### config.mk
export PLATFORM = sky130hd
export DESIGN_NAME = rx_age_fifo
export DESIGN_NICKNAME = d
export VERILOG_FILES = /design/src/rtl/rxq_pkg.sv /design/src/rtl/rxq_store.sv /design/src/rtl/rxq_flags.sv /design/src/rtl/rxq_age_timer.sv /design/src/rtl/rx_age_fifo.sv
export SDC_FILE = /design/constraint.sdc
export NUM_CORES = 1
export LEC_CHECK = 0
export ABC_AREA = 1
export BUFFER_PORTS_ARGS = -buffer_cell sky130_fd_sc_hd__buf_2
export CORE_ASPECT_RATIO = 0.6
export CORE_MARGIN = 2
export CORE_UTILIZATION = 40
export DETAILED_ROUTE_END_ITERATION = 10
export MAX_ROUTING_LAYER = met4
export PLACE_DENSITY = 0.66
export RECOVER_POWER = 50
export SLEW_MARGIN = 20
export SYNTH_ARGS = -nofsm -noshare
export SYNTH_HDL_FRONTEND = slang
export SYNTH_HIERARCHICAL = 1
export SYNTH_SLANG_ARGS = --single-unit
export TNS_END_PERCENT = 10
### constraint.sdc
create_clock -name clk -period 8.2 [get_ports clk]
set_input_delay 1.23 -clock clk [delete_from_list [all_inputs] [get_ports clk]]
set_output_delay 1.23 -clock clk [all_outputs]
set_load 0.05 [all_outputs]
### src/rtl/rxq_pkg.sv
package rxq_pkg;

  localparam int CHAR_W     = 8;
  localparam int WORD_W     = 16;
  localparam int NUM_STICKY = 3;
  localparam int IDX_OVR    = 0;
  localparam int IDX_BRK    = 1;
  localparam int IDX_AGE    = 2;

  // One stored entry: tags above the character
  typedef struct packed {
    logic              err;
    logic              ovr;
    logic              frm;
    logic              brk;
    logic              par;
    logic [CHAR_W-1:0] ch;
  } rxq_entry_t;

  // Build an entry from deserializer inputs; a break carries no character
  function automatic rxq_entry_t make_entry(logic [CHAR_W-1:0] ch, logic par,
                                            logic frm, logic brk);
    rxq_entry_t e;
    e.ch  = brk ? '0 : ch;
    e.par = par & ~brk;
    e.frm = frm | brk;
    e.brk = brk;
    e.ovr = 1'b0;
    e.err = e.par | e.frm | e.brk;
    return e;
  endfunction

  // The entry that fills the final slot is marked as an overrun warning
  function automatic rxq_entry_t tag_last_slot(rxq_entry_t e, logic last);
    rxq_entry_t t;
    t = e;
    if (last) begin
      t.ovr = 1'b1;
      t.err = 1'b1;
    end
    return t;
  endfunction

  // Read word layout: valid marker on top, two zero bits before the char
  function automatic logic [WORD_W-1:0] to_word(rxq_entry_t e);
    return {1'b1, e.err, e.ovr, e.frm, e.brk, e.par, 2'b00, e.ch};
  endfunction

  // Ageing window in clock cycles
  function automatic int age_cycles(int clk_hz, int baud_hz, int bits, int chars);
    return (clk_hz / baud_hz) * bits * chars;
  endfunction

endpackage

### src/rtl/rxq_store.sv
module rxq_store import rxq_pkg::*; #(
  parameter  int DEPTH = 32,
  localparam int PTR_W = $clog2(DEPTH),
  localparam int CNT_W = $clog2(DEPTH + 1)
) (
  input  logic             clk,
  input  logic             rst_n,
  input  logic             clear,
  input  logic             push_req,
  input  rxq_entry_t       wr_entry,
  input  logic             pop_req,
  output logic             push_ok,
  output logic             push_drop,
  output logic             pop_ok,
  output logic [CNT_W-1:0] level,
  output logic [CNT_W-1:0] level_next,
  output rxq_entry_t       head
);

  rxq_entry_t       mem [DEPTH];
  logic [PTR_W-1:0] wr_ptr;
  logic [PTR_W-1:0] rd_ptr;
  logic             full;
  logic             empty;

  assign full      = (level == CNT_W'(DEPTH));
  assign empty     = (level == '0);
  assign push_ok   = push_req & ~clear & ~full;
  assign push_drop = push_req & ~clear & full;
  assign pop_ok    = pop_req & ~clear & ~empty;
  assign head      = mem[rd_ptr];

  always_comb begin
    level_next = level;
    if (clear) begin
      level_next = '0;
    end else begin
      case ({push_ok, pop_ok})
        2'b10:   level_next = level + CNT_W'(1);
        2'b01:   level_next = level - CNT_W'(1);
        default: level_next = level;
      endcase
    end
  end

  always_ff @(posedge clk or negedge rst_n) begin
    if (!rst_n) begin
      wr_ptr <= '0;
      rd_ptr <= '0;
      level  <= '0;
    end else begin
      level <= level_next;
      if (clear) begin
        wr_ptr <= '0;
        rd_ptr <= '0;
      end else begin
        if (push_ok) wr_ptr <= wr_ptr + PTR_W'(1);
        if (pop_ok)  rd_ptr <= rd_ptr + PTR_W'(1);
      end
    end
  end

  always_ff @(posedge clk) begin
    if (push_ok) mem[wr_ptr] <= wr_entry;
  end

  // level never exceeds the depth
  p_no_overflow_r3: assert property (@(posedge clk) disable iff (!rst_n)
    level <= CNT_W'(DEPTH));

  // a discarded push leaves the buffer full
  p_drop_holds_level_r3: assert property (@(posedge clk) disable iff (!rst_n)
    (push_drop && !pop_ok) |=> (level == CNT_W'(DEPTH)));

  // popping an empty buffer leaves it empty
  p_empty_pop_inert_r7: assert property (@(posedge clk) disable iff (!rst_n)
    (pop_req && level == '0 && !push_req) |=> (level == '0));

endmodule

### src/rtl/rxq_flags.sv
module rxq_flags import rxq_pkg::*; #(
  parameter int CNT_W = 6
) (
  input  logic             clk,
  input  logic             rst_n,
  input  logic             clear,
  input  logic             push_ok,
  input  logic             push_drop,
  input  logic             pop_ok,
  input  logic             brk_evt,
  input  logic             age_fire,
  input  logic [CNT_W-1:0] level_next,
  input  logic [CNT_W-1:0] trig,
  input  logic             clr_ovr,
  input  logic             clr_brk,
  input  logic             clr_age,
  output logic             rx_ready,
  output logic             data_ready,
  output logic             rx_empty,
  output logic             ovr_sts,
  output logic             brk_sts,
  output logic             age_sts
);

  logic                  push_any;
  logic                  at_trig;
  logic [NUM_STICKY-1:0] st_set;
  logic [NUM_STICKY-1:0] st_clr;
  logic [NUM_STICKY-1:0] st_q;

  assign push_any = push_ok | push_drop;
  assign at_trig  = (level_next >= trig);

  always_ff @(posedge clk or negedge rst_n) begin
    if (!rst_n) begin
      rx_ready   <= 1'b0;
      data_ready <= 1'b0;
      rx_empty   <= 1'b1;
    end else if (clear) begin
      rx_ready   <= 1'b0;
      data_ready <= 1'b0;
      rx_empty   <= 1'b1;
    end else begin
      if (push_any && pop_ok) begin
        rx_ready <= at_trig;
      end else if (push_any) begin
        if (at_trig) rx_ready <= 1'b1;
      end else if (pop_ok) begin
        if (!at_trig) rx_ready <= 1'b0;
      end
      if (push_any) begin
        data_ready <= 1'b1;
        rx_empty   <= 1'b0;
      end else if (pop_ok && level_next == '0) begin
        data_ready <= 1'b0;
        rx_empty   <= 1'b1;
      end
    end
  end

  assign st_set[IDX_OVR] = push_drop;
  assign st_set[IDX_BRK] = brk_evt;
  assign st_set[IDX_AGE] = age_fire;
  assign st_clr[IDX_OVR] = clr_ovr;
  assign st_clr[IDX_BRK] = clr_brk;
  assign st_clr[IDX_AGE] = clr_age;

  for (genvar g = 0; g < NUM_STICKY; g++) begin : g_sticky
    logic q;
    always_ff @(posedge clk or negedge rst_n) begin
      if (!rst_n)         q <= 1'b0;
      else if (st_set[g]) q <= 1'b1;
      else if (st_clr[g]) q <= 1'b0;
    end
    assign st_q[g] = q;
  end

  assign ovr_sts = st_q[IDX_OVR];
  assign brk_sts = st_q[IDX_BRK];
  assign age_sts = st_q[IDX_AGE];

  // a discarded push raises overrun
  p_overrun_set_r3: assert property (@(posedge clk) disable iff (!rst_n)
    push_drop |=> ovr_sts);

  // an accepted break raises break status
  p_break_set_r9: assert property (@(posedge clk) disable iff (!rst_n)
    brk_evt |=> brk_sts);

  // timer expiry is recorded
  p_age_set_r8: assert property (@(posedge clk) disable iff (!rst_n)
    age_fire |=> age_sts);

  // data-ready and empty are always opposite
  p_ready_mirror_r5: assert property (@(posedge clk) disable iff (!rst_n)
    data_ready != rx_empty);

endmodule

### src/rtl/rxq_age_timer.sv
module rxq_age_timer #(
  parameter  int AGE_CYCLES = 8,
  localparam int AGE_W      = $clog2(AGE_CYCLES + 1)
) (
  input  logic clk,
  input  logic rst_n,
  input  logic clear,
  input  logic restart,
  input  logic rx_ready,
  input  logic rx_empty,
  output logic age_fire
);

  localparam logic [AGE_W-1:0] LAST = AGE_W'(AGE_CYCLES - 1);

  logic [AGE_W-1:0] cnt;
  logic             armed;
  logic             run;

  assign run      = armed & ~rx_ready & ~rx_empty;
  assign age_fire = run & (cnt == LAST) & ~restart & ~clear;

  always_ff @(posedge clk or negedge rst_n) begin
    if (!rst_n) begin
      cnt   <= '0;
      armed <= 1'b0;
    end else if (clear) begin
      cnt   <= '0;
      armed <= 1'b0;
    end else if (restart) begin
      cnt   <= '0;
      armed <= 1'b1;
    end else if (run) begin
      if (cnt == LAST) begin
        cnt   <= '0;
        armed <= 1'b0;
      end else begin
        cnt <= cnt + AGE_W'(1);
      end
    end
  end

  // no expiry on the cycle following a restart
  p_quiet_after_restart_r8: assert property (@(posedge clk) disable iff (!rst_n)
    (restart && AGE_CYCLES > 1) |=> !age_fire);

  // a clear silences the timer
  p_quiet_after_clear_r11: assert property (@(posedge clk) disable iff (!rst_n)
    clear |=> !age_fire);

endmodule

### src/rtl/rx_age_fifo.sv
module rx_age_fifo import rxq_pkg::*; #(
  parameter  int DEPTH         = 32,
  parameter  int CLK_HZ        = 125_000_000,
  parameter  int BAUD_HZ       = 115_200,
  parameter  int BITS_PER_CHAR = 10,
  parameter  int AGE_CHARS     = 8,
  localparam int CNT_W         = $clog2(DEPTH + 1)
) (
  input  logic              clk,
  input  logic              rst_n,
  input  logic              rx_en,
  input  logic              in_valid,
  input  logic [CHAR_W-1:0] in_char,
  input  logic              in_parity_err,
  input  logic              in_frame_err,
  input  logic              in_break,
  output logic              rx_accept,
  input  logic              rd_pop,
  output logic [WORD_W-1:0] rd_data,
  input  logic [CNT_W-1:0]  trig_level,
  input  logic              fifo_clear,
  input  logic              clr_overrun,
  input  logic              clr_break,
  input  logic              clr_ageing,
  output logic [CNT_W-1:0]  fill_level,
  output logic              rx_ready,
  output logic              data_ready,
  output logic              rx_empty,
  output logic              overrun_sts,
  output logic              break_sts,
  output logic              ageing_sts
);

  localparam int AGE_CYCLES = age_cycles(CLK_HZ, BAUD_HZ, BITS_PER_CHAR, AGE_CHARS);

  logic             chr_take;
  logic             brk_take;
  logic             push_req;
  logic             brk_evt;
  logic             last_slot;
  rxq_entry_t       base_entry;
  rxq_entry_t       wr_entry;
  rxq_entry_t       head;
  logic             push_ok;
  logic             push_drop;
  logic             pop_ok;
  logic [CNT_W-1:0] level;
  logic [CNT_W-1:0] level_next;
  logic             age_fire;
  logic             age_restart;

  // Intake: a break takes precedence over a character strobe
  assign brk_take   = rx_en & in_break;
  assign chr_take   = rx_en & in_valid & ~in_break;
  assign push_req   = brk_take | chr_take;
  assign brk_evt    = brk_take & ~fifo_clear;
  assign last_slot  = (level == CNT_W'(DEPTH - 1));
  assign base_entry = make_entry(in_char, in_parity_err, in_frame_err, brk_take);
  assign wr_entry   = tag_last_slot(base_entry, last_slot);

  assign age_restart = push_ok | push_drop | pop_ok;

  rxq_store #(.DEPTH(DEPTH)) u_store (
    .clk        (clk),
    .rst_n      (rst_n),
    .clear      (fifo_clear),
    .push_req   (push_req),
    .wr_entry   (wr_entry),
    .pop_req    (rd_pop),
    .push_ok    (push_ok),
    .push_drop  (push_drop),
    .pop_ok     (pop_ok),
    .level      (level),
    .level_next (level_next),
    .head       (head)
  );

  rxq_flags #(.CNT_W(CNT_W)) u_flags (
    .clk        (clk),
    .rst_n      (rst_n),
    .clear      (fifo_clear),
    .push_ok    (push_ok),
    .push_drop  (push_drop),
    .pop_ok     (pop_ok),
    .brk_evt    (brk_evt),
    .age_fire   (age_fire),
    .level_next (level_next),
    .trig       (trig_level),
    .clr_ovr    (clr_overrun),
    .clr_brk    (clr_break),
    .clr_age    (clr_ageing),
    .rx_ready   (rx_ready),
    .data_ready (data_ready),
    .rx_empty   (rx_empty),
    .ovr_sts    (overrun_sts),
    .brk_sts    (break_sts),
    .age_sts    (ageing_sts)
  );

  rxq_age_timer #(.AGE_CYCLES(AGE_CYCLES)) u_age (
    .clk      (clk),
    .rst_n    (rst_n),
    .clear    (fifo_clear),
    .restart  (age_restart),
    .rx_ready (rx_ready),
    .rx_empty (rx_empty),
    .age_fire (age_fire)
  );

  assign rx_accept  = rx_en & (level != CNT_W'(DEPTH));
  assign rd_data    = (level == '0) ? '0 : to_word(head);
  assign fill_level = level;

  // empty flag agrees with the stored level
  p_empty_tracks_level_r6: assert property (@(posedge clk) disable iff (!rst_n)
    rx_empty == (level == '0));

  // empty buffer reads as zero
  p_empty_read_zero_r7: assert property (@(posedge clk) disable iff (!rst_n)
    rx_empty |-> (rd_data == '0));

  // no acceptance while reception is off
  p_accept_needs_enable_r1: assert property (@(posedge clk) disable iff (!rst_n)
    !rx_en |-> !rx_accept);

endmodule

**Yosys cells after proc, flatten, opt, wreduce, memory -nomap -nowiden**

Memories as Yosys holds them, arrays and structs flattened.
Index checks and enable logic that the tools add are counted.

- $add $sub $neg: 5
- $lt $le $gt $ge: 1
- Eq/ne operators: 8
- Multiplexer cells: 37
- Bitwise operators: 30
- Reduce and logical (&&, ||, !) cells: 15

Operator list:

| operator | count |
|---|---|
| 17-bit 2-to-1 mux | 4 |
| 1-bit 2-to-1 mux | 24 |
| 5-bit 2-to-1 mux | 4 |
| 17-bit by 1-bit adder with 17-bit output (second input constant) | 1 |
| 17-bit == test (second input constant) | 1 |
| 1-bit AND | 16 |
| 16-bit 2-to-1 mux | 1 |
| 6-bit zero test | 2 |
| 6-bit one-hot mux with 2 select lines | 1 |
| 5-bit by 1-bit adder with 5-bit output (second input constant) | 2 |
| 2-bit nonzero test | 5 |
| 3-bit nonzero test | 3 |
| 8-bit 2-to-1 mux | 1 |
| 1-bit inverter | 8 |
| 6-bit by 1-bit adder with 6-bit output (second input constant) | 1 |
| 6-bit by 5-bit == test with 1-bit output (second input constant) | 1 |
| 6-bit == test (second input constant) | 1 |
| 6-bit >= comparator | 1 |
| 6-bit 2-to-1 mux | 1 |
| 6-bit inequality test (second input constant) | 1 |
| 1-bit OR | 6 |
| 6-bit by 1-bit subtractor with 6-bit output (second input constant) | 1 |
| 4-bit by 3-bit inequality test with 1-bit output (second input constant) | 1 |
| 4-bit inequality test (second input constant) | 1 |
| 7 further kinds | 8 |

- Register bits: 40
- Bits in writable memories: 416
- Input bits: 26
- Word-level logic and storage cells: 108
- Memories: 1

Memory list:

| memory | depth | width | read ports | clocked after Yosys merged registers in | wr ports | RTL line | source |
|---|---|---|---|---|---|---|---|
| u_store.mem | 32 | 13 | 1 | 0 | 1 | rxq_store.sv:20 | `rxq_entry_t mem [DEPTH];` |

**Logic depth before layout (Yosys ltp)**

Gate-level depths: netlist of the first run.

- Depth in word-level cells: 14
- Mapped depth: 26
- Depth with buffers taken out: 24

**Cells and area by module**

The synthesis of the first run kept the hierarchy.

Modules (own cells, without submodules):

| module | times used | cells an instance | area an instance (µm²) |
|---|---|---|---|
| rxq_store | 1 | 1,520 | 17,930.9 |
| rxq_age_timer | 1 | 148 | 1,133.6 |
| rxq_flags | 1 | 60 | 441.7 |
| rx_age_fifo | 1 | 74 | 309.0 |

**Worst setup path before layout of the first run**

Ideal clock, no wire load.

- Kind: input-to-reg
- From: input rx_en
- To: register u_flags.rx_ready
- Setup time: 113 ps
- Data arrival time: 3,767 ps
- Setup slack: 4,320 ps
- Cell stages on the path: 24
- Buffers on the path: 2
- Cell sequence: nand2_1 -> nand2_1 -> inv_1 -> nor2_1 -> nand2_1 -> buf_2 -> ha_1 -> buf_2 -> inv_1 -> nand2_1 -> nand2_1 -> inv_1 -> ha_1 -> a21o_1 -> nand3_1 -> nand3_1 -> a31oi_1 -> ha_1 -> nand2_1 -> inv_1 -> a21oi_1 -> nand4_1 -> nand2_1 -> inv_1

- Word-level cells in the longest chain between the ends: 11

RTL lines:

| element | RTL line | source |
|---|---|---|
| start, declared | rx_age_fifo.sv:11 | `input logic rx_en,` |
| 1-bit AND (2 in series) | rx_age_fifo.sv:54 | `assign chr_take = rx_en & in_valid & ~in_break;` |
| 1-bit OR (*) | rx_age_fifo.sv:55 | `assign push_req = brk_take \| chr_take;` |
| via push_req | rx_age_fifo.sv:38 | `logic push_req;` |
| 1-bit AND (*) (2 in series) | rxq_store.sv:28 | `assign push_ok = push_req & ~clear & ~full;` |
| 2-bit by 1-bit == test with 1-bit output or 2-bit == test (tied branches) | rxq_store.sv:38 | `case ({push_ok, pop_ok})` |
| 6-bit one-hot mux with 2 select lines (*) | rxq_store.sv:38 |  |
| 6-bit 2-to-1 mux (*) | rxq_store.sv:35 | `if (clear) begin` |
| via level_next[4] | rx_age_fifo.sv:48 | `logic [CNT_W-1:0] level_next;` |
| 6-bit >= comparator (*) | rxq_flags.sv:32 | `assign at_trig = (level_next >= trig);` |
| 4-bit by 3-bit inequality test with 1-bit output (no line), or another cell as far along | - |  |
| 3-bit AND reduction (no line) or 1-bit 2-to-1 mux (tied branches) | - |  |
| end signal, assigned | rxq_flags.sv:45 | `rx_ready <= at_trig;` |
| end, declared | rxq_flags.sv:17 | `output logic rx_ready,` |

Mark *: on every way through the listed nets, which the timed path passes. The rest lies on a longest branch.
A chain may end at the register's enable or synchronous reset.

==> results of run 1 <==
-- layer usage --
metal | vias to the layer above | global-route usage [%] | share of wire [%]
met4 | 0 | 4.27 | 1.7
met3 | 51 | 4.42 | 11
met1 | 6592 | 29.6 | 46
met5 | - | - | 0
li1 | 6289 | - | -
met2 | 622 | 27.5 | 42
-- report_power, final --
group | switching, mW | internal, mW | total, mW | leakage, nW
clock network | 0.850 | 1.06 | 1.91 | 0.627
logic | 0.887 | 0.295 | 1.18 | 3.19
registers | 0.0661 | 2.57 | 2.64 | 4.30
total | 1.80 | 3.93 | 5.73 | 8.11
-- worst reg2reg max path: stages (launching register included) --
cell and delay [ns]:
dfrtp_1 0.50, nor4_1 0.39, nand3_1 0.22, nand2_1 0.26
inv_1 0.18, ha_1 0.34, inv_1 0.20, nand2_1 0.08
nand2_1 0.08, inv_1 0.05, ha_1 0.17, a21o_1 0.18
nand3_1 0.13, nand3_1 0.10, a31oi_1 0.32, ha_1 0.29
nand2_1 0.08, inv_1 0.06, a21oi_1 0.16, nand4_1 0.10
nand2_1 0.07, inv_1 0.04
-- layout by cell type, fill, tap and decap left out, types with 7 or more instances in the layout --
master,count
buf_4,38
dfrtp_1,37
or2_1,7
inv_1,113
clkbuf_1,22
edfxtp_1,416
a21oi_1,34
buf_2,49
o211ai_1,52
or2_2,8
clkinv_1,11
ha_1,15
nand2_1,272
clkbuf_16,45
nand4_1,8
o21ai_0,184
o21ai_1,24
nor2_2,17
nand3_1,110
nor2_1,355
xor2_1,13
-- registers in the layout (all words and copies together), names as in the netlist --
signal and cells:
u_age/armed 1, u_flags/rx_ready 1, u_flags/brk_sts 1, u_flags/age_sts 1, u_flags/data_ready 1, u_store/rd_ptr 5
u_age/cnt 17, u_flags/ovr_sts 1, u_store/mem 416, u_store/level 6, u_store/wr_ptr 5, u_flags/rx_empty 1
-- kinds of logic after synthesis --
logic type | Yosys count
fa+ha+maj | 15
buf+inv | 212
flops | 456
simple gates | 803
compound gates | 302
xor+xnor | 13
other cells | 1
-- worst paths after layout --
| kind | start | cells after the start | endpoint | slack, ns |
|---|---|---|---|---|
| min in group asynchronous | rst_n | 1 | u_store/level[3]$_DFF_PN0_ | 1.37 |
| hold reg to reg | u_age/armed$_DFFE_PN0P_ | 2 | u_age/armed$_DFFE_PN0P_ | 0.50 |
| setup reg to reg | u_store/level[0]$_DFF_PN0_ | 21 | u_flags/rx_ready$_DFFE_PN0P_ | 4.11 |
| hold / removal | u_age/armed$_DFFE_PN0P_ | 2 | u_age/armed$_DFFE_PN0P_ | 0.50 |
| setup / recovery | u_store/rd_ptr[0]$_DFFE_PN0P_ | 14 | rd_data[12] | 2.45 |
| max in group asynchronous | rst_n | 1 | u_store/rd_ptr[1]$_DFFE_PN0P_ | 5.16 |
-- cell type report --
type                            count  area (sq um)  area share [%]
Inverter                          119           457            2.07
Sequential cell                   456         13500            61.3
Tap cell                          650           813            3.69
Clock inverter                     23           168           0.761
Multi-Input combinational cell   1135          5350            24.3
Clock buffer                       52          1150            5.23
Timing Repair Buffer              102           587            2.66
-- metrics by stage --
step / hold slack, ns / std cells / utilization [%] / area (sq um) / total power, mW
after floorplan: 0.463 / 1803 / - / 19800 / 3.57
after global placement: 0.486 / 2462 / 42.2 / 20800 / 3.84
after detailed placement: 0.487 / 2462 / 42.2 / 20800 / 3.86
final: 0.501 / 2537 / 44.8 / 22000 / 5.73
after CTS: 0.502 / 2537 / 44.9 / 22100 / 5.76
after global routing: 0.526 / 2537 / 44.8 / 22000 / 5.99
==> key figures, run 1 <==
Critical path
  • Critical path type: reg2out
  • Worst setup EP type: output pin
  • CP max stage cell: dfrtp_4
  • Critical path data arrival time: 4.52 ns
  • CP top delay family: buffers and inverters
  • Largest fanout on the critical path: 86
  • Sum of buffers and inverters on the critical path: 5
  • Nature of the critical path startpoint: flop
  • Top cell by count, worst path: nand2_1
  • Worst Path Required: 6.97 ns
  • CP peak stage delay: approximately 0.89 ns
  • Cell Chain, Critical Path: buf_4 > buf_4 > or2_2 > nand3_1 > o21ai_1 > nand2_1 > nand2_1 > nor2_1 > nand2_1 > nand2_1 > inv_1 > nand2_1 > inv_1 > buf_2

Run status
  • Failing checks: capacitance limit, slew limit
  • Outcome: finished, violations left

Logic synthesis
  • Mean Syn Cell Area: 11.0 sq um
  • Compound-Gate Fraction of Synth Area: 8.40%
  • Main combinational cell family by area after synthesis: simple AND/OR/NAND/NOR gates
  • Synth Area in Adders: 0.947%
  • #FFs+latches synth: 456
  • Post-synth EDFFs: 416
  • Synth Area in XOR/XNOR: 0.575%
  • Ranking of synthesized cells by area: edfxtp_1 (63%), nor2_1 (6.9%), nand2_1 (5.2%)
  • Synth unique cells: 44
  • Cell taking the most area after synthesis: edfxtp_1
  • Top_reg_cell synth: edfxtp_1
  • Synth warn: 6
  • Post-synth top cells: edfxtp_1 (416), nor2_1 (362), nand2_1 (272)
  • Asr flop ratio synth: 8.77%
  • Mapped Area: 0.0198 sq mm
  • Yosys top cell area share: a little over three fifths
  • Most frequent cell after synthesis: edfxtp_1
  • Sequential area share after synthesis: 68.1%
  • Post-synthesis mux area share: 0%
  • Post-Synthesis Cells: 1802
  • Simple-Gate Fraction of Synth Area: approximately 17%

Power
  • Leakage: 8.11 nW
  • Total power per unit cell area: between 200 and 300 mW/mm^2
  • Max VDD drop: 154 uV

Cells and area
  • Fillers: 4513
  • Area growth from synthesis to layout: 11.2%
  • Post-layout net count: approximately 1900
  • ANT cells: 0
  • Layout cell share with drive strength beyond 1: 10.3%

Detailed routing
  • DRT antenna net count: 0
  • WL/cell: 19.6 um
  • DR pass1 iterations: 6
  • DRT Wirelength: approximately 50 mm
  • Via count: 13600
  • Initial DRC Count: around 1700
  • DRC: 0
  • Vias/cell: 5.34

Floorplan
  • Initial core utilization: 40.3%
  • Core area: 0.0492 sq mm
  • DIE AREA: 0.0514 sq mm
  • Die Width: 291 um
  • I/O pin count: 55
  • Die Ht: 176 um
  • Core Rows: 63

Clocking
  • Root buffer cell: clkbuf_16
  • Max Root-Sink Buffers: 3
  • CTS buffer count: 42
  • Clock-pin slew on the worst setup and hold paths: roughly 0.07 ns
  • Clock latency on the worst-skew pair: approximately 0.55 ns
  • H-tree Lvls: 2
  • # clock sinks: between 400 and 500
  • Cts hold-fix bufs: 0
  • Post-CTS Setup Repair Bufs: 0
  • CTS tree: yes
  • CTS resizes: 0

Global routing
  • GRT Overall Usage: 19.8%
  • Initial antenna violation count: 0
  • Vias in the first global route: approximately 13000
  • First-pass GRT wire length: 75.5 mm
  • Largest net degree at the start of global routing: 125
  • Grt ovf: 0

STA
  • Setup TNS: 0 ns
  • Clock Skews: 0.0154 ns
  • Final Cycle Share: between 70 and 80%
  • Worst Max-Slew Pin Slew: between 2 and 2.5 ns
  • Max Slew Vio Count: 414
  • Minimum clock period: 5.75 ns
  • Fin. Hold Viols: 0
  • Worst setup slack after layout: 2.45 ns
  • Max Fclk: 0.174 GHz
  • Unrepaired setup endpoints after global routing: false
  • Final count of negative-setup-slack endpoints: 0
  • Slew HR: -56.5%

Placed design
  • Port Buf Inserts: 52
  • Placer Congestion: 0.845
  • DP Worst Slack: 3.11 ns
  • Final HPWL DP: ~29 mm

Job
  • Maxcap violations: 12

Min path
  • Worst Hold Class: reg2reg
Power figures use the tool's default switching activity.
==> run 2: changes to the inputs <==
--- a/config.mk
+++ b/config.mk
@@ -12,7 +12,7 @@
 export CORE_UTILIZATION = 40
 export DETAILED_ROUTE_END_ITERATION = 10
 export MAX_ROUTING_LAYER = met4
-export PLACE_DENSITY = 0.66
+export PLACE_DENSITY = 0.68
 export RECOVER_POWER = 50
 export SLEW_MARGIN = 20
 export SYNTH_ARGS = -nofsm -noshare
==> constraint.sdc (replaced) <==
create_clock -name clk -period 4.6 [get_ports clk]
set_input_delay 0.69 -clock clk [delete_from_list [all_inputs] [get_ports clk]]
set_output_delay 0.69 -clock clk [all_outputs]
set_load 0.05 [all_outputs]
==> run 2 against run 1 <==
Net effect:
- the flow still finishes with violations (capacitance limit, slew limit)
- critical path depth fell by 2
- global-route usage barely moved
- clock power rose by 69%
- final cell count rose by 0.28%
- hold slack got worse by 0.20 ns
- die area did not move
- clock-buffer cell count fell by 3
- wire length fell by 1.3%
- power rose by 75%
- first-iteration DRC count rose by 3.4%
- via count fell by 0.21%
==> key figures, run 2 (synthesis results as in run 1) <==
Global routing
  • Vias in the first global route: 12700
  • Largest net degree at the start of global routing: 147
  • First-pass GRT wire length: 75.9 mm
  • GRT Overall Usage: 19.8%
  • Grt ovf: 0
  • Initial antenna violation count: 0

Placed design
  • Placer Congestion: 0.891
  • Dpl cell area: 0.0209 sq mm
  • Port Buf Inserts: between 50 and 60
  • Final HPWL DP: 29.6 mm
  • # placed instances: around 2500
  • DP Worst Slack: 0.623 ns

Cells and area
  • Fillers: 4531
  • Final Util: 44.8%
  • Largest Register: u_store/mem
  • Top flop regs: u_store/mem (416), u_age/cnt (17), u_store/level (6)
  • Most frequent cells in the layout: edfxtp_1 (416), nor2_1 (354), nand2_1 (272)
  • Multi-input gate area: 0.00536 sq mm
  • Commonest non-fill, non-tap cell in the layout: edfxtp_1
  • Non-Filler Instances: 2544
  • Post-layout net count: approximately 1900
  • Cell area after layout: 0.0220 sq mm
  • Area growth from synthesis to layout: 11.1%
  • Register Area: about 0.014 sq mm
  • Layout cell share with drive strength beyond 1: a little over a tenth
  • Max FFs per register: 416

Critical path
  • Worst Path Required: around 3.9 ns
  • Worst setup EP type: output pin
  • Nature of the critical path startpoint: flop
  • Reg-to-Reg Start: u_store/level[0]$_DFF_PN0_
  • Largest fanout on the critical path: 74
  • Critical path type: reg2out
  • CP Launch Point: u_store/rd_ptr[0]$_DFFE_PN0P_
  • Crit Reg-Reg Endpoint: u_flags/rx_ready$_DFFE_PN0P_
  • Worst reg-to-reg path cell count: 21
  • Critical path data arrival time: 3.60 ns
  • Reg2reg setup slack: 0.42 ns

STA
  • Final Cycle Share: 93.3%
  • Clock Skews: between 0.02 and 0.025 ns
  • Slew HR: -46.8%
  • Minimum clock period: 4.29 ns
  • Worst setup slack after layout: 0.307 ns
  • Fin. Hold Viols: 0
  • Unrepaired setup endpoints after global routing: false
  • Max Fclk: 0.233 GHz
  • WHS: 0.301 ns
  • Worst Max-Slew Pin Slew: 2.20 ns
  • Setup TNS: 0 ns
  • Final count of negative-setup-slack endpoints: 0
  • Max Slew Vio Count: 405

Min path
  • Hold path start: clr_overrun
  • WHS Endpoint: u_flags/ovr_sts$_DFFE_PN0P_
  • Worst Hold Class: in2reg
  • Hold Path Stages: 2

Clocking
  • Max Root-Sink Buffers: 3
  • CTS resizes: 0
  • # clock sinks: 456
  • CTS tree: yes
  • Post-CTS Setup Repair Bufs: 0
  • Root buffer cell: clkbuf_16
  • Clock latency on the worst-skew pair: 0.56 ns
  • Cts hold-fix bufs: 0
  • Clock-pin slew on the worst setup and hold paths: 0.06 ns
  • H-tree Lvls: 2
  • CTS buffer count: 41

Power
  • Total Power: 10.0 mW
  • Clock share of power: approximately a third
  • Reg power frac: 46.5%
  • Sw Pwr: 3.21 mW
  • Leakage: 8.09 nW
  • Cell-internal power: 6.84 mW
  • Max VDD drop: 251 uV
  • Comb pwr share: 21.4%
  • Total power per unit cell area: 456 mW/mm^2
  • Net Sw Frac: 31.9%

Detailed routing
  • DRC: 0
  • Via count: between 10000 and 15000
  • WL/cell: a little under 20 um
  • DR pass1 iterations: 6
  • Vias/cell: 5.32
  • DRT antenna net count: 0
  • DRT Wirelength: roughly 49 mm
  • Initial DRC Count: 1751

Floorplan
  • Core area: 0.0492 sq mm
  • Die Width: 291 um
  • Initial core utilization: 40.3%
  • Core Rows: 63
  • Die Ht: 176 um
  • I/O pin count: 55
  • DIE AREA: slightly above 0.05 sq mm

Job
  • Maxcap violations: 12

Run status
  • Failing checks: capacitance limit, slew limit
  • Outcome: finished, violations left
## run 2: cell type report
cell class / count / share of cell area (%)
Timing Repair Buffer: 110 / 3.01
Sequential cell: 456 / 61.3
Clock buffer: 49 / 4.80
Clock inverter: 24 / 0.739
Multi-Input combinational cell: 1135 / 24.3
Inverter: 119 / 2.09
Tap cell: 650 / 3.69
Antenna cell: 1 / 0.0114
## run 2: worst max path at each step
stage | end | slack [ns] | cells past startpoint
floorplan | u_flags/rx_ready$_DFFE_PN0P_ | 1.02 | 22
global placement | u_flags/rx_ready$_DFFE_PN0P_ | 0.71 | 21
detailed placement | u_flags/rx_ready$_DFFE_PN0P_ | 0.62 | 23
CTS | rd_data[12] | 0.19 | 9
global route | rd_data[0] | 0.09 | 12
finish | rd_data[6] | 0.31 | 12
## run 2: critical path, stage by stage (launching register included)
cell and delay (ns):
dfrtp_4 0.79, buf_4 0.72, nor2_1 0.11, nor2_1 0.11, o21ai_0 0.11, o21ai_0 0.22
a21oi_1 0.20, nand2_1 0.19, nand2_1 0.10, inv_1 0.06, nand2_1 0.04, inv_1 0.06
buf_2 0.25
## run 2: power groups by stage
stage	Clock, mW	Combinational [mW]	Sequential (mW)
detailed placement	0	2.14	4.75
global route	3.43	2.38	4.68
floorplan	0	1.60	4.76
CTS	3.27	2.15	4.66
finish	3.22	2.15	4.67
global placement	0	2.11	4.75
## run 2: per-layer routing
layer	GRT usage, %	part of all wire, %	up-vias
met1	29.6	46	6580
met3	3.39	9.5	66
met5	-	0	-
met2	28.1	43	570
li1	-	-	6309
met4	4.30	1.8	0
==> run 3: changes to the inputs <==
--- a/config.mk
+++ b/config.mk
@@ -10,6 +10,7 @@
 export CORE_ASPECT_RATIO = 0.6
 export CORE_MARGIN = 2
 export CORE_UTILIZATION = 40
+export CTS_CLUSTER_DIAMETER = 50
 export DETAILED_ROUTE_END_ITERATION = 10
 export MAX_ROUTING_LAYER = met4
 export PLACE_DENSITY = 0.68
==> constraint.sdc (replaced) <==
create_clock -name clk -period 4.6 [get_ports clk]
set_input_delay 0.69 -clock clk [delete_from_list [all_inputs] [get_ports clk]]
set_output_delay 0.69 -clock clk [all_outputs]
set_load 0.1 [all_outputs]
==> run 3 against run 2 <==
Net effect:
- setup slack improved by 0.050 ns
- the run still ends with capacitance limit, slew limit left
- via count fell by 0.41%
- combinational power grew 17%
- design area up 0.46%
- critical path depth increased by 9
- hold slack gained 0.019 ns
- critical endpoint is now u_flags/rx_ready$_DFFE_PN0P_
- flip-flop and latch count unchanged
- final cell count is 0.12% higher
- largest power group unchanged
- fmax increased by 1.2%
- sequential share of layout area decreased by 0.28 points
- clock skew down 0.011 ns
- power increased by 5.0%
==> key figures, run 3 (synthesis results as in run 1) <==
Min path
  • Hold Path Stages: 2
  • Worst Hold Class: in2reg

Critical path
  • Worst Path Required: just over 5 ns
  • CP peak stage delay: 0.63 ns
  • Sum of buffers and inverters on the critical path: 5
  • Crit path to: u_flags/rx_ready$_DFFE_PN0P_
  • Critical path data arrival time: about 4.7 ns
  • Reg2reg setup slack: 0.36 ns
  • Reg-to-Reg Start: u_store/level[1]$_DFF_PN0_
  • Worst path depth: 21
  • Worst reg-to-reg path cell count: 21
  • Crit Reg-Reg Endpoint: u_flags/rx_ready$_DFFE_PN0P_
  • Critical path type: reg2reg
  • Cell Chain, Critical Path: nor4_1 > nand3_1 > nand2_1 > inv_1 > ha_1 > inv_1 > nand2_1 > nand2_1 > inv_1 > ha_1 > a21o_1 > nand3_1 > nand3_1 > a31oi_1 > ha_1 > nand2_1 > inv_1 > a21oi_1 > nand4_1 > nand2_1 > inv_1
  • CP Launch Point: u_store/level[1]$_DFF_PN0_
  • Largest fanout on the critical path: 9
  • Worst setup EP type: flop
  • CP top delay family: simple AND/OR/NAND/NOR gates
  • CP max stage cell: nor4_1
  • Nature of the critical path startpoint: flop

Floorplan
  • Die Width: 291 um
  • Core area: 0.0492 sq mm
  • Core Rows: 63
  • Die Ht: roughly 180 um
  • I/O pin count: 55
  • Initial core utilization: 40.3%
  • DIE AREA: 0.0514 sq mm

Cells and area
  • Max FFs per register: 416
  • Post-layout net count: around 1900
  • Final Util: 45.0%
  • Area growth from synthesis to layout: 11.6%
  • Multi-input gate area: 0.00536 sq mm
  • Register Area: between 0.01 and 0.015 sq mm
  • Cell area after layout: 0.0221 sq mm
  • Most frequent cells in the layout: edfxtp_1 (416), nor2_1 (354), nand2_1 (272)
  • Layout cell share with drive strength beyond 1: 10.7%
  • Fillers: 4505
  • Commonest non-fill, non-tap cell in the layout: edfxtp_1
  • Non-Filler Instances: approximately 2500
  • Largest Register: u_store/mem
  • Top flop regs: u_store/mem (416), u_age/cnt (17), u_store/level (6)

Power
  • Net Sw Frac: 33.8%
  • Cell-internal power: 6.98 mW
  • Comb pwr share: a little under a quarter
  • Reg power frac: 44.4%
  • Leakage: 8.16 nW
  • Max VDD drop: approximately 250 uV
  • Clock share of power: between 30% and 40%
  • Total power per unit cell area: 477 mW/mm^2
  • Sw Pwr: 3.56 mW

Global routing
  • First-pass GRT wire length: 75.7 mm
  • Initial antenna violation count: 1
  • Vias in the first global route: 12900
  • Largest net degree at the start of global routing: approximately 120
  • Grt ovf: 0
  • GRT Overall Usage: 19.7%

Placed design
  • Dpl cell area: 0.0209 sq mm
  • Placer Congestion: 0.926
  • # placed instances: 2472
  • Final HPWL DP: 29.3 mm
  • Port Buf Inserts: 52

Detailed routing
  • Initial DRC Count: 1529
  • DRC: 0
  • WL/cell: 19.3 um
  • DRT Wirelength: between 40 and 50 mm
  • Vias/cell: 5.29
  • DR pass1 iterations: 5
  • DRT antenna net count: 0
  • Via count: between 10000 and 15000

Job
  • Maxcap violations: 13

Clocking
  • Max Root-Sink Buffers: 3
  • Post-CTS Setup Repair Bufs: 0
  • CTS resizes: 0
  • H-tree Lvls: 2
  • Clock latency on the worst-skew pair: 0.55 ns
  • Cts hold-fix bufs: 0
  • CTS buffer count: 42
  • CTS tree: yes
  • Clock-pin slew on the worst setup and hold paths: 0.06 ns
  • Root buffer cell: clkbuf_16
  • # clock sinks: 456

STA
  • Final count of negative-setup-slack endpoints: 0
  • Unrepaired setup endpoints after global routing: false
  • Max Slew Vio Count: 447
  • Fin. Hold Viols: 0
  • Setup TNS: 0 ns
  • Final Cycle Share: 92.2%
  • Slew HR: -52.5%
  • Worst Max-Slew Pin Slew: around 2.3 ns
  • WHS: ~0.32 ns
  • Minimum clock period: 4.24 ns
  • Max Fclk: 0.236 GHz
  • Clock Skews: 0.0104 ns

Run status
  • Outcome: finished, violations left
  • Failing checks: capacitance limit, slew limit
## run 3: power by group through the flow
stage	Combinational (mW)	Clock [mW]	Sequential (mW)
floorplan	1.88	0	4.82
global placement	2.47	0	4.75
detailed placement	2.51	0	4.76
CTS	2.52	3.40	4.67
global route	2.75	3.56	4.68
finish	2.52	3.35	4.68
## run 3: per-stage QoR
step	power (mW)	setup WS (ns)
final	10.5	0.357
after global routing	11.0	0.114
after CTS	10.6	0.449
after detailed placement	7.26	0.536
after global placement	7.23	0.669
after floorplan	6.70	0.761
## run 3: cell type report
type	count	area share, %
Antenna cell	1	0.0113
Clock buffer	53	5.03
Clock inverter	21	0.741
Inverter	119	2.06
Multi-Input combinational cell	1135	24.2
Sequential cell	456	61.0
Tap cell	650	3.68
Timing Repair Buffer	112	3.21
## run 3: how the worst min path moves through the flow
stage                                   startpoint                        endpoint  slack, ns
finish                                  clr_ageing     u_flags/age_sts$_DFFE_PN0P_       0.32
global route                            clr_ageing     u_flags/age_sts$_DFFE_PN0P_       0.31
CTS                                     clr_ageing     u_flags/age_sts$_DFFE_PN0P_       0.30
detailed placement         u_age/armed$_DFFE_PN0P_         u_age/armed$_DFFE_PN0P_       0.50
global placement    u_flags/data_ready$_DFFE_PN0P_  u_flags/data_ready$_DFFE_PN0P_       0.49
floorplan                                    rst_n         u_age/armed$_DFFE_PN0P_       0.39
## run 3: per-layer routing
| layer | up-vias | GRT usage (%) | share of wire, % |
|---|---|---|---|
| met5 | - | - | 0 |
| met2 | 569 | 28.4 | 43 |
| li1 | 6312 | - | - |
| met4 | 0 | 5.35 | 2.3 |
| met3 | 85 | 3.66 | 9.5 |
| met1 | 6504 | 28.5 | 45 |
## run 3: worst reg2reg max path: cells and delay by family, from the launching register on
kind | cells | cell delay (ns)
AND/OR/NAND/NOR | 10 | 1.73
AO/OA/AOI/OAI | 3 | 0.61
flip-flops | 1 | 0.47
adder cells (fa/ha/maj) | 3 | 0.80
buffers and inverters | 5 | 0.53
